===== src/rtl/pcib_pkg.sv =====
package pcib_pkg;

  // Data path width is fixed at one 32-bit word with four byte lanes.
  localparam int unsigned DW = 32;

  // Size encodings carried on up_size / dn_size (bytes).
  localparam logic [2:0] SZ_BYTE = 3'd1;
  localparam logic [2:0] SZ_HALF = 3'd2;
  localparam logic [2:0] SZ_WORD = 3'd4;

  // Control region offsets with behaviour attached.
  localparam logic [31:0] OFS_CADDR = 32'h0000_01C0;
  localparam logic [31:0] OFS_MBASE = 32'h0000_01C4;
  localparam logic [31:0] OFS_IBASE = 32'h0000_01C8;
  localparam logic [31:0] OFS_CPORT = 32'h0000_0220;

  typedef enum logic [1:0] {
    CYC_CFG = 2'd0,
    CYC_MEM = 2'd1,
    CYC_IO  = 2'd2
  } cyc_e;

  typedef enum logic [1:0] {
    RGN_NONE = 2'd0,
    RGN_CTRL = 2'd1,
    RGN_MEM  = 2'd2,
    RGN_IO   = 2'd3
  } rgn_e;

endpackage


===== src/rtl/pcib_decode.sv =====
module pcib_decode
  import pcib_pkg::*;
#(
  parameter int unsigned AW        = 32,
  parameter int unsigned NUM_ALIAS = 2,
  parameter logic [NUM_ALIAS*AW-1:0] CTRL_BASES = {32'hFE20_0000, 32'h1E20_0000},
  parameter logic [NUM_ALIAS*AW-1:0] MEM_BASES  = {32'hFD00_0000, 32'h1D00_0000},
  parameter logic [NUM_ALIAS*AW-1:0] IO_BASES   = {32'hFE24_0000, 32'h1E24_0000},
  parameter logic [AW-1:0] CTRL_SPAN = 32'h0000_0224,
  parameter logic [AW-1:0] MEM_SPAN  = 32'h0100_0000,
  parameter logic [AW-1:0] IO_SPAN   = 32'h0004_0000
)(
  input  logic [AW-1:0] addr,
  output rgn_e          rgn,
  output logic [AW-1:0] offset
);

  logic [NUM_ALIAS-1:0] ctrl_hit, mem_hit, io_hit;
  logic [AW-1:0] ctrl_ofs [NUM_ALIAS];
  logic [AW-1:0] mem_ofs  [NUM_ALIAS];
  logic [AW-1:0] io_ofs   [NUM_ALIAS];

  // One comparator set per alias; an unsigned difference below the span
  // means the address lies inside that copy of the region.
  for (genvar g = 0; g < NUM_ALIAS; g++) begin : g_alias
    assign ctrl_ofs[g] = addr - CTRL_BASES[g*AW +: AW];
    assign mem_ofs[g]  = addr - MEM_BASES[g*AW +: AW];
    assign io_ofs[g]   = addr - IO_BASES[g*AW +: AW];
    assign ctrl_hit[g] = ctrl_ofs[g] < CTRL_SPAN;
    assign mem_hit[g]  = mem_ofs[g] < MEM_SPAN;
    assign io_hit[g]   = io_ofs[g] < IO_SPAN;
  end

  always_comb begin
    rgn    = RGN_NONE;
    offset = '0;
    for (int i = 0; i < NUM_ALIAS; i++) begin
      if (ctrl_hit[i]) begin
        rgn    = RGN_CTRL;
        offset = ctrl_ofs[i];
      end else if (io_hit[i]) begin
        rgn    = RGN_IO;
        offset = io_ofs[i];
      end else if (mem_hit[i]) begin
        rgn    = RGN_MEM;
        offset = mem_ofs[i];
      end
    end
  end

endmodule


===== src/rtl/pcib_cfg_hdr.sv =====
module pcib_cfg_hdr #(
  parameter int unsigned HDR_BYTES     = 256,
  parameter logic [15:0] VENDOR_ID     = 16'hFFFF,
  parameter logic [15:0] DEVICE_ID     = 16'hFFFF,
  parameter logic [31:0] CMD_STAT_INIT = 32'h0290_0080,
  localparam int unsigned WORDS = HDR_BYTES / 4,
  localparam int unsigned IW    = $clog2(WORDS)
)(
  input  logic          clk,
  input  logic          rst_n,
  input  logic          wr_en,
  input  logic [IW-1:0] idx,
  input  logic [31:0]   wr_data,
  output logic [31:0]   rd_data
);

  logic [WORDS-1:0][31:0] words;

  // Each header word is its own register so that its reset value can be
  // chosen per position: identity in word 0, command/status in word 1.
  for (genvar g = 0; g < WORDS; g++) begin : g_word
    localparam logic [31:0] INIT = (g == 0) ? {DEVICE_ID, VENDOR_ID} :
                                   (g == 1) ? CMD_STAT_INIT : 32'h0;
    logic [31:0] q;
    always_ff @(posedge clk or negedge rst_n) begin
      if (!rst_n)                          q <= INIT;
      else if (wr_en && idx == IW'(g))     q <= wr_data;
    end
    assign words[g] = q;
  end

  assign rd_data = words[idx];

endmodule


===== src/rtl/pcib_lane.sv =====
module pcib_lane
  import pcib_pkg::*;
#(
  localparam int unsigned NB = DW / 8
)(
  input  logic [1:0]    addr_lo,
  input  logic [2:0]    size,
  input  logic [DW-1:0] wdata_in,
  input  logic [DW-1:0] rdata_in,
  output logic [NB-1:0] be,
  output logic [DW-1:0] wdata_out,
  output logic [DW-1:0] rdata_out
);

  logic [1:0]    lane;
  logic [NB-1:0] bmask;
  logic [DW-1:0] dmask;

  always_comb begin
    unique case (size)
      SZ_BYTE: begin lane = addr_lo;            bmask = 4'b0001; end
      SZ_HALF: begin lane = {addr_lo[1], 1'b0}; bmask = 4'b0011; end
      default: begin lane = 2'd0;               bmask = 4'b1111; end
    endcase
  end

  for (genvar b = 0; b < NB; b++) begin : g_dmask
    assign dmask[8*b +: 8] = {8{bmask[b]}};
  end

  assign be        = bmask << lane;
  assign wdata_out = wdata_in << {lane, 3'b000};
  assign rdata_out = (rdata_in >> {lane, 3'b000}) & dmask;

endmodule


===== src/rtl/pcib_bridge.sv =====
module pcib_bridge
  import pcib_pkg::*;
#(
  parameter int unsigned AW        = 32,
  parameter int unsigned NUM_ALIAS = 2,
  parameter logic [NUM_ALIAS*AW-1:0] CTRL_BASES = {32'hFE20_0000, 32'h1E20_0000},
  parameter logic [NUM_ALIAS*AW-1:0] MEM_BASES  = {32'hFD00_0000, 32'h1D00_0000},
  parameter logic [NUM_ALIAS*AW-1:0] IO_BASES   = {32'hFE24_0000, 32'h1E24_0000},
  parameter logic [AW-1:0] CTRL_SPAN = 32'h0000_0224,
  parameter logic [AW-1:0] MEM_SPAN  = 32'h0100_0000,
  parameter logic [AW-1:0] IO_SPAN   = 32'h0004_0000,
  parameter int unsigned HDR_BYTES   = 256,
  parameter logic [15:0] VENDOR_ID   = 16'hFFFF,
  parameter logic [15:0] DEVICE_ID   = 16'hFFFF,
  parameter logic [31:0] CMD_STAT_INIT = 32'h0290_0080
)(
  input  logic          clk,
  input  logic          rst_n,
  input  logic          up_valid,
  output logic          up_ready,
  input  logic          up_write,
  input  logic [AW-1:0] up_addr,
  input  logic [2:0]    up_size,
  input  logic [31:0]   up_wdata,
  output logic          rsp_valid,
  input  logic          rsp_ready,
  output logic [31:0]   rsp_rdata,
  output logic          dn_req,
  input  logic          dn_ack,
  output logic [1:0]    dn_type,
  output logic          dn_write,
  output logic [AW-1:0] dn_addr,
  output logic [2:0]    dn_size,
  output logic [3:0]    dn_be,
  output logic [31:0]   dn_wdata,
  input  logic [31:0]   dn_rdata
);

  localparam int unsigned HDR_WORDS = HDR_BYTES / 4;
  localparam int unsigned HIW       = $clog2(HDR_WORDS);

  typedef enum logic [1:0] {
    ST_IDLE = 2'd0,
    ST_DOWN = 2'd1,
    ST_RESP = 2'd2
  } st_e;

  st_e           st_q;
  logic [AW-1:0] cfg_addr_q, mem_base_q, io_base_q;
  logic [1:0]    dn_type_q;
  logic          dn_write_q;
  logic [AW-1:0] dn_addr_q;
  logic [2:0]    dn_size_q;
  logic [DW-1:0] dn_wraw_q;
  logic [DW-1:0] rsp_q;

  // ---------------------------------------------------------------- decode
  rgn_e          rgn;
  logic [AW-1:0] ofs;

  pcib_decode #(
    .AW(AW), .NUM_ALIAS(NUM_ALIAS),
    .CTRL_BASES(CTRL_BASES), .MEM_BASES(MEM_BASES), .IO_BASES(IO_BASES),
    .CTRL_SPAN(CTRL_SPAN), .MEM_SPAN(MEM_SPAN), .IO_SPAN(IO_SPAN)
  ) u_dec (
    .addr   (up_addr),
    .rgn    (rgn),
    .offset (ofs)
  );

  logic size_ok, ctrl_word;
  logic hit_hdr, hit_caddr, hit_mbase, hit_ibase, hit_cport;

  assign size_ok   = (up_size == SZ_BYTE) || (up_size == SZ_HALF) || (up_size == SZ_WORD);
  // The control region only reacts to aligned whole-word accesses.
  assign ctrl_word = (rgn == RGN_CTRL) && (up_size == SZ_WORD) && (ofs[1:0] == 2'b00);
  assign hit_hdr   = ctrl_word && (ofs < AW'(HDR_BYTES));
  assign hit_caddr = ctrl_word && (ofs == AW'(OFS_CADDR));
  assign hit_mbase = ctrl_word && (ofs == AW'(OFS_MBASE));
  assign hit_ibase = ctrl_word && (ofs == AW'(OFS_IBASE));
  assign hit_cport = ctrl_word && (ofs == AW'(OFS_CPORT));

  // ---------------------------------------------------------------- header
  logic        hdr_we;
  logic [31:0] hdr_rd;

  assign hdr_we = up_valid && (st_q == ST_IDLE) && up_write && hit_hdr;

  pcib_cfg_hdr #(
    .HDR_BYTES(HDR_BYTES), .VENDOR_ID(VENDOR_ID), .DEVICE_ID(DEVICE_ID),
    .CMD_STAT_INIT(CMD_STAT_INIT)
  ) u_hdr (
    .clk     (clk),
    .rst_n   (rst_n),
    .wr_en   (hdr_we),
    .idx     (ofs[HIW+1:2]),
    .wr_data (up_wdata),
    .rd_data (hdr_rd)
  );

  // Local read value: base registers intentionally fall through to zero.
  logic [DW-1:0] local_rd;
  always_comb begin
    if (hit_hdr)        local_rd = hdr_rd;
    else if (hit_caddr) local_rd = DW'(cfg_addr_q);
    else                local_rd = '0;
  end

  // ---------------------------------------------------- forwarding choice
  logic          fwd;
  cyc_e          nxt_type;
  logic [AW-1:0] nxt_addr;
  logic [2:0]    nxt_size;

  always_comb begin
    fwd      = 1'b0;
    nxt_type = CYC_MEM;
    nxt_addr = ofs + mem_base_q;
    nxt_size = up_size;
    unique case (rgn)
      RGN_MEM: fwd = size_ok;
      RGN_IO: begin
        fwd      = size_ok;
        nxt_type = CYC_IO;
        nxt_addr = ofs + io_base_q;
      end
      RGN_CTRL: begin
        fwd      = hit_cport;
        nxt_type = CYC_CFG;
        nxt_addr = cfg_addr_q;
        nxt_size = SZ_WORD;
      end
      default: ;
    endcase
  end

  // ---------------------------------------------------------------- lanes
  logic [DW-1:0] lane_rd;

  pcib_lane u_lane (
    .addr_lo   (dn_addr_q[1:0]),
    .size      (dn_size_q),
    .wdata_in  (dn_wraw_q),
    .rdata_in  (dn_rdata),
    .be        (dn_be),
    .wdata_out (dn_wdata),
    .rdata_out (lane_rd)
  );

  // ------------------------------------------------------------ sequencer
  always_ff @(posedge clk or negedge rst_n) begin
    if (!rst_n) begin
      st_q       <= ST_IDLE;
      cfg_addr_q <= '0;
      mem_base_q <= '0;
      io_base_q  <= '0;
      dn_type_q  <= '0;
      dn_write_q <= 1'b0;
      dn_addr_q  <= '0;
      dn_size_q  <= '0;
      dn_wraw_q  <= '0;
      rsp_q      <= '0;
    end else begin
      unique case (st_q)
        ST_IDLE: begin
          if (up_valid) begin
            if (fwd) begin
              dn_type_q  <= nxt_type;
              dn_write_q <= up_write;
              dn_addr_q  <= nxt_addr;
              dn_size_q  <= nxt_size;
              dn_wraw_q  <= up_wdata;
              st_q       <= ST_DOWN;
            end else begin
              rsp_q <= up_write ? '0 : local_rd;
              st_q  <= ST_RESP;
            end
            if (up_write && hit_caddr) cfg_addr_q <= AW'(up_wdata);
            if (up_write && hit_mbase) mem_base_q <= AW'(up_wdata);
            if (up_write && hit_ibase) io_base_q  <= AW'(up_wdata);
          end
        end
        ST_DOWN: begin
          if (dn_ack) begin
            rsp_q <= dn_write_q ? '0 : lane_rd;
            st_q  <= ST_RESP;
          end
        end
        ST_RESP: begin
          if (rsp_ready) st_q <= ST_IDLE;
        end
        default: st_q <= ST_IDLE;
      endcase
    end
  end

  assign up_ready  = (st_q == ST_IDLE);
  assign dn_req    = (st_q == ST_DOWN);
  assign rsp_valid = (st_q == ST_RESP);
  assign rsp_rdata = rsp_q;
  assign dn_type   = dn_type_q;
  assign dn_write  = dn_write_q;
  assign dn_addr   = dn_addr_q;
  assign dn_size   = dn_size_q;

  // ------------------------------------------------------------ assertions

  dn_hold_chk: assert property (@(posedge clk) disable iff (!rst_n)
    dn_req && !dn_ack |=> dn_req && $stable(dn_addr) && $stable(dn_be)
                          && $stable(dn_wdata) && $stable(dn_type) && $stable(dn_write));


  rsp_hold_chk: assert property (@(posedge clk) disable iff (!rst_n)
    rsp_valid && !rsp_ready |=> rsp_valid && $stable(rsp_rdata));


  ack_to_rsp_chk: assert property (@(posedge clk) disable iff (!rst_n)
    dn_req && dn_ack |=> rsp_valid && !dn_req);


  cfg_word_chk: assert property (@(posedge clk) disable iff (!rst_n)
    dn_req && dn_type == CYC_CFG |-> dn_be == 4'hF && dn_size == SZ_WORD);


  be_count_chk: assert property (@(posedge clk) disable iff (!rst_n)
    dn_req |-> $countones(dn_be) == int'(dn_size));

endmodule


===== config.mk =====
export PLATFORM = sky130hd
export DESIGN_NAME = pcib_bridge
export DESIGN_NICKNAME = d
export VERILOG_FILES = /design/src/rtl/pcib_pkg.sv /design/src/rtl/pcib_decode.sv /design/src/rtl/pcib_cfg_hdr.sv /design/src/rtl/pcib_lane.sv /design/src/rtl/pcib_bridge.sv
export SDC_FILE = /design/constraint.sdc
export NUM_CORES = 2
export LEC_CHECK = 0
export BUFFER_PORTS_ARGS = -buffer_cell sky130_fd_sc_hd__buf_4
export CORE_MARGIN = 2
export CORE_UTILIZATION = 50
export CTS_CLUSTER_SIZE = 40
export DETAILED_ROUTE_END_ITERATION = 10
export HOLD_SLACK_MARGIN = 0.15
export PLACE_DENSITY = 0.62
export SLEW_MARGIN = 10
export SYNTH_ARGS = -nofsm -noshare
export SYNTH_HDL_FRONTEND = slang
export SYNTH_SLANG_ARGS = --single-unit

===== constraint.sdc =====
create_clock -name clk -period 4.9 [get_ports clk]
set_input_delay 0.735 -clock clk [delete_from_list [all_inputs] [get_ports clk]]
set_output_delay 0.735 -clock clk [all_outputs]
set_load 0.01 [all_outputs]

# ---- Word level (Yosys, flattened, before mapping)
# Cells that the tools add are included.
dict set report op_classes {
  n_addsub 8
  order_cmp 8
  eq_ne 81
  shift 3
  muxes 33
  bitwise_logic 1
  n_reduce_logical 90
}
# cell count
set op_table {}
lappend op_table {{32-bit two-way mux} 14}
lappend op_table {{32-bit binary-select mux with 6-bit select} 1}
lappend op_table {{6-bit equality test, second input constant} 32}
lappend op_table {{32-bit case mux with 2 select lines} 2}
lappend op_table {{32-bit by 9-bit equality test with 1-bit output, second input constant} 3}
lappend op_table {{6-bit by 5-bit equality test with 1-bit output, second input constant} 16}
lappend op_table {{32-bit by 29-bit subtractor with 32-bit output, second input constant} 3}
lappend op_table {{32-bit subtractor, second input constant} 3}
lappend op_table {{1-bit logical AND} 77}
lappend op_table {{32-bit adder} 2}
lappend op_table {{32-bit by 10-bit less-than comparator with 1-bit output, second input constant} 2}
lappend op_table {{32-bit by 19-bit less-than comparator with 1-bit output, second input constant} 2}
lappend op_table {{32-bit by 25-bit less-than comparator with 1-bit output, second input constant} 2}
lappend op_table {{6-bit by 4-bit equality test with 1-bit output, second input constant} 8}
lappend op_table {{32-bit AND} 1}
lappend op_table {{32-bit by 10-bit equality test with 1-bit output, second input constant} 1}
lappend op_table {{32-bit by 9-bit less-than comparator with 1-bit output, second input constant} 1}
lappend op_table {{32-bit by 5-bit << shifter with 32-bit output} 1}
lappend op_table {{32-bit by 5-bit right shift with 32-bit output} 1}
lappend op_table {{6-bit by 3-bit equality test with 1-bit output, second input constant} 4}
lappend op_table {{2-bit two-way mux} 10}
lappend op_table {{3-bit AND reduction} 5}
lappend op_table {{6-bit by 2-bit equality test with 1-bit output, second input constant} 2}
lappend op_table {{2-bit case mux with 2 select lines} 2}
lappend op_table {{20 further kinds} 29}
dict set report totals {
  regBits 2248
  inputBits 105
  out_inout_bits 109
  word_cells 298
}

# ---- Depth between registers and ports, before layout
dict set report logic_depth {
  ltp_word 18
  ltp_mapped 28
  ltp_nobuf 23
}

# ---- By module
# Synthesis repeated with hierarchy kept, for this count alone.
dict set report hier_totals {
  hier_cells 7159
  hier_area_um2 104951.9
}
# mod instances cells_each area_per_inst_um2 seq_area_each_um2
set by_module_without_submodules {}
lappend by_module_without_submodules {pcib_cfg_hdr 1 5734 91841.8 51294.2}
lappend by_module_without_submodules {pcib_bridge 1 1081 10526.3 5004.8}
lappend by_module_without_submodules {pcib_decode 1 186 1327.5 0.0}
lappend by_module_without_submodules {pcib_lane 1 158 1256.2 0.0}

# ---- Worst setup path after synthesis
# OpenSTA, ideal clock, no wires.
dict set report synth_path {
  kind {in2reg}
  start {input port up_addr[25]}
  end {register dn_addr_q[30], in the netlist dn_addr[30]}
  setup_time_ps 131
  t_arrival_ps 6422
  t_required_ps 4769
  setup_slack_ps -1653
  stages 27
  n_path_buf 6
  path_cell_list {clkbuf_1 -> inv_1 -> ha_1 -> or3_1 -> a221o_1 -> o211ai_1 -> buf_2 -> nand3_2 -> clkbuf_1 -> clkbuf_1 -> buf_1 -> clkbuf_1 -> and2_1 -> ha_1 -> fa_1 -> a21o_1 -> a21o_1 -> a2111oi_0 -> o211ai_1 -> a31oi_1 -> o21ai_0 -> a2111o_1 -> nand3_1 -> a31oi_1 -> a31oi_1 -> o31a_1 -> o211ai_1}
}
dict set report synth_via {
  elab_chain_cells 14
  elab_cells_between_ends 38
  cone_classes {8 x add/sub; 6 x order compare; 4 x eq/ne; 14 x mux; 6 x reduce/logical}
}
# item line_no
set synth_lines {}
lappend synth_lines {{start, declared} pcib_bridge.sv:22} ;# input logic [AW-1:0] up_addr,
lappend synth_lines {{branches (longest 14 deep; another with 32-bit by 29-bit subtractor with 32-bit output)} n/a}
lappend synth_lines {{end signal, assigned} pcib_bridge.sv:170} ;# dn_addr_q <= nxt_addr;
lappend synth_lines {{end, declared} pcib_bridge.sv:52} ;# logic [AW-1:0] dn_addr_q;
# Several ways; the timed one is not identified.
# A chain may end at the register's enable or synchronous reset.

# ---- Worst setup path in the final report
dict set report layout_path {
  start {input port up_addr[24]}
  end {register rsp_q[4], in the netlist rsp_rdata[4]}
}
dict set report layout_via {
  elab_chain_cells 18
  elab_cells_between_ends 48
  cone_classes {6 x add/sub; 7 x order compare; 6 x eq/ne; 21 x mux; 8 x reduce/logical}
}
# item line_no
set layout_lines {}
lappend layout_lines {{branches (longest 18 deep; another with 32-bit by 29-bit subtractor with 32-bit output)} n/a}
lappend layout_lines {{end signal, assigned} pcib_bridge.sv:175} ;# rsp_q <= up_write ? '0 : local_rd;
lappend layout_lines {{end signal, assigned} pcib_bridge.sv:185} ;# rsp_q <= dn_write_q ? '0 : lane_rd;
lappend layout_lines {{end, declared} pcib_bridge.sv:55} ;# logic [DW-1:0] rsp_q;
# Several ways; the timed one is not identified. The select of a mux whose other input is x is not followed.

==> impl_metrics.tcl <==
set metrics [dict create \
    floorplan.initialDensity_pct 50.4 \
    flow.area_growth_from_synthesis_pct 17.2 \
    tritoncts "built" \
    route.final.wire_length_um 384000 \
    antenna_left 0 \
    postSynthRegisterBits 2248 \
    initialDrtViolationCount 8090 \
    worst_hold_path_type "in2reg" \
    synth_seq_area_share_pct 51.9 \
    finish.net_count 9457 \
    critical_path.endpoint_type "register" \
    cts_inserted_buffers 233 \
    path_clk_slew_ps 60 \
    worstPathArrival_ps 5700 \
    postPlaceCellArea_um2 119000 \
    timing.rr.end "dn_addr[30]" \
    final_core_util_pct 59.1 \
    clock_path_buffers 3 \
    drc 0 \
    dpl.hpwl_um 244000 \
    final_max_slew_violation_count 0 \
    multiInputGateArea_um2 49100 \
    hp-start "up_valid" \
    grt_use_met3_pct 7.40 \
    place_congestion 0.950 \
    fin_hold_ws_ps 301 \
    clock_power_share_pct 46.2 \
    sw_frac_of_total_pct 24.2 \
    finalClockSkew_ps 42.7 \
    antenna_found_initial 25 \
    overflow 0 \
    finalHoldViolations 0 \
    power.share.combinational_pct 5.8 \
    p_leak_nw 62.4 \
    die-area_um2 221000 \
    route.vias.total 80100 \
    irDropWorstVdd_v 0.000445 \
    global_route.usage.total_pct 34.3 \
    post_synth_num_cell_types 95 \
    num-fill-cells 17400 \
    rsz0062_at_grt "true" \
    seq_power_share_pct 48.0 \
    synth.avg_cell_area_um2 12.1 \
    fin_area_um2 127000 \
    io_buffer_count 213 \
    floorplan.die.width_um 470 \
    worst_r2r_path_depth 15 \
    first_pass_grt_wire_length_um 562000 \
    met2_usage_grt_pct 53.7 \
    routed_wire_length_per_instance_um 31.1 \
    p_sw_mw 9.46 \
    rows 170 \
    post_synth_edffs 0 \
    period_share_pct 99.6 \
    r2r_start "mem_base_q[0]" \
    main_flop_type_after_synthesis "dfrtp_1" \
    crit_path_category "in2reg" \
    async_flop_share_pct 100 \
    finalSetupViolCount 0 \
    min_delay_worst_endpoint "dn_addr[19]" \
    dpl.cell_count 11900 \
    yosysWarningCount 0 \
    routing_layer_with_the_top_usage_in_global_route "met2" \
    required_ps 5720 \
    ioPinCount 214 \
    post_synth_inst_count 8935 \
    max-slew-margin-rel_pct 8.45 \
    critical_path_peak_fanout 79 \
    outcome "complete, no violations" \
    final_cell_count_no_fill 12400 \
    floorplan.die.height_um 470 \
    cts-root-buf "clkbuf_16" \
    gr-usage-met1_pct 46.7 \
    worst_max_slew_pin_slew_ps 1360 \
    grt_start_max_net_pins 167 \
    power_report.internal_total_mw 29.6 \
    insertion_delay_ps 920 \
    maxClockFrequency_mhz 205 \
    start_kind "input port" \
    route.detailed.vias_per_inst 6.48 \
    layout.area.seq_um2 56300 \
    clkSinkCount 2248 \
    synth_area_um2 108000 \
    h_tree_lvls 4 \
    std_cell_core_area_um2 215000 \
    r2r_setup_slack_ps 1230 \
    drive_gt1_share_pct 39.9 \
    power-per-cell-area_nw_per_um2 307 \
    via_count_of_the_first_global_routing_pass 80700 \
    report.power.total_mw 39.0 \
    layout_min_cycle_time_ps 4880 \
    drv_cap 0 \
    hold_depth 4 \
    drt_pre_antenna_iters 8 \
]
[flip-flops by register name (all words and copies together) (netlist names)]
| signal | flops |
|---|---|
| cfg_addr_q | 32 |
| dn_addr | 32 |
| st_q | 2 |
| dn_write | 1 |
| mem_base_q | 32 |
| u_hdr.g_word.q | 2048 |
| io_base_q | 32 |
| dn_wraw_q | 32 |
| dn_size | 3 |
| dn_type | 2 |
| rsp_rdata | 32 |
[area by class of cell]
type                    count  area share (%)
clock buffers             355            5.34
well taps                2838            2.79
diodes                     11          0.0217
multi-input cells        5760            38.7
flip-flops and latches   2248            44.3
clock inverters            78           0.733
repair buffers           1024            8.00
inverters                  44           0.144
[Yosys cell counts (122+ instances only)]
master     number  share of area (%)
a2bb2oi_1     166                1.3
and3_1        122               0.70
mux2i_1       377                3.5
buf_1         158               0.55
nor2_1        236               0.82
o221ai_1      260                2.1
mux2_2       2211                 23
mux2_1        124                1.3
o21ai_0       277                1.3
dfrtp_1      2212                 51
nand2_1       706                2.4
buf_2         223                1.0
clkbuf_1      502                1.7
a21oi_1       379                1.7
[worst max-delay path, stage by stage]
cell and delay (ps):
buf_4 140, ha_4 160, or3_4 340, a21oi_4 140, buf_4 160, o311ai_0 140, or4_4 470, buf_4 170
a21oi_4 180, o31ai_4 120, inv_6 90, buf_4 140, buf_12 470, a21oi_1 180, o41ai_1 380, a31oi_1 270
nor4_1 720, buf_4 290, o21ai_0 130, a21oi_1 170
[power groups by stage]
| stage | Combinational [mW] | Sequential, mW | Clock [mW] |
|---|---|---|---|
| global route | 2.41 | 18.7 | 19.0 |
| CTS | 2.23 | 18.7 | 18.2 |
| global placement | 2.19 | 19.1 | 0 |
| detailed placement | 2.21 | 19.1 | 0 |
| finish | 2.26 | 18.7 | 18.0 |
| floorplan | 0.855 | 19.1 | 0 |
[timing repair]
action,CTS,global route
hold buffers,16,0
hold endpoints to repair,69,0
resized for setup,11,59
buffers inserted,2,5
endpoints found under the setup margin,13,21
pin swaps,2,11
gates cloned,0,0
[layout by cell type (no fill, tap or decap), types with 124 or more instances in the layout]
master     Yosys  routed
dfrtp_1     2212    2212
mux2_2      2211    2209
buf_4          4     808
nand2_1      706     649
mux2i_1      377     376
a21oi_1      379     375
o21ai_0      277     271
o221ai_1     260     260
clkbuf_16      0     235
nor2_1       236     227
buf_12         0     187
a2bb2oi_1    166     166
mux2_1       124     124
[how the worst max path moves through the flow]
stage                     slack, ps            to   startpoint  depth (start not counted)
after floorplan                -810   dn_addr[30]  up_addr[21]                         28
after global routing           -140   dn_addr[31]  up_addr[18]                         23
after CTS                         9   dn_addr[30]  up_addr[24]                         22
final                            20  rsp_rdata[4]  up_addr[24]                         20
after detailed placement      -1310   dn_addr[30]  up_addr[19]                         21
after global placement        -1380   dn_addr[30]  up_addr[19]                         21
[kinds of logic after synthesis]
kind of cell,Yosys count,synth area share [%]
muxes,2718,27.9
DFF,2248,51.9
AOI/OAI and AO/OA,1641,10.6
and+or+nand+nor,1327,5.44
buffers and inverters,931,3.50
adders and majority gates,41,0.480
xor gates and xnor gates,28,0.226
other,1,0.00346
[per-layer routing]
| metal | wire length (um) | up-vias |
|---|---|---|
| met5 | 126 | - |
| met3 | 30700 | 801 |
| met1 | 161000 | 42400 |
| met4 | 16100 | 18 |
| li1 | - | 33500 |
| met2 | 176000 | 3354 |
[metrics by stage]
step	worst slack [ps]	TNS (ps)
floorplan	-813	-8150
global route	-141	-196
detailed placement	-1310	-606430
global placement	-1380	-736530
CTS	8.83	0
finish	17.6	0
Power figures use the tool's default switching activity.
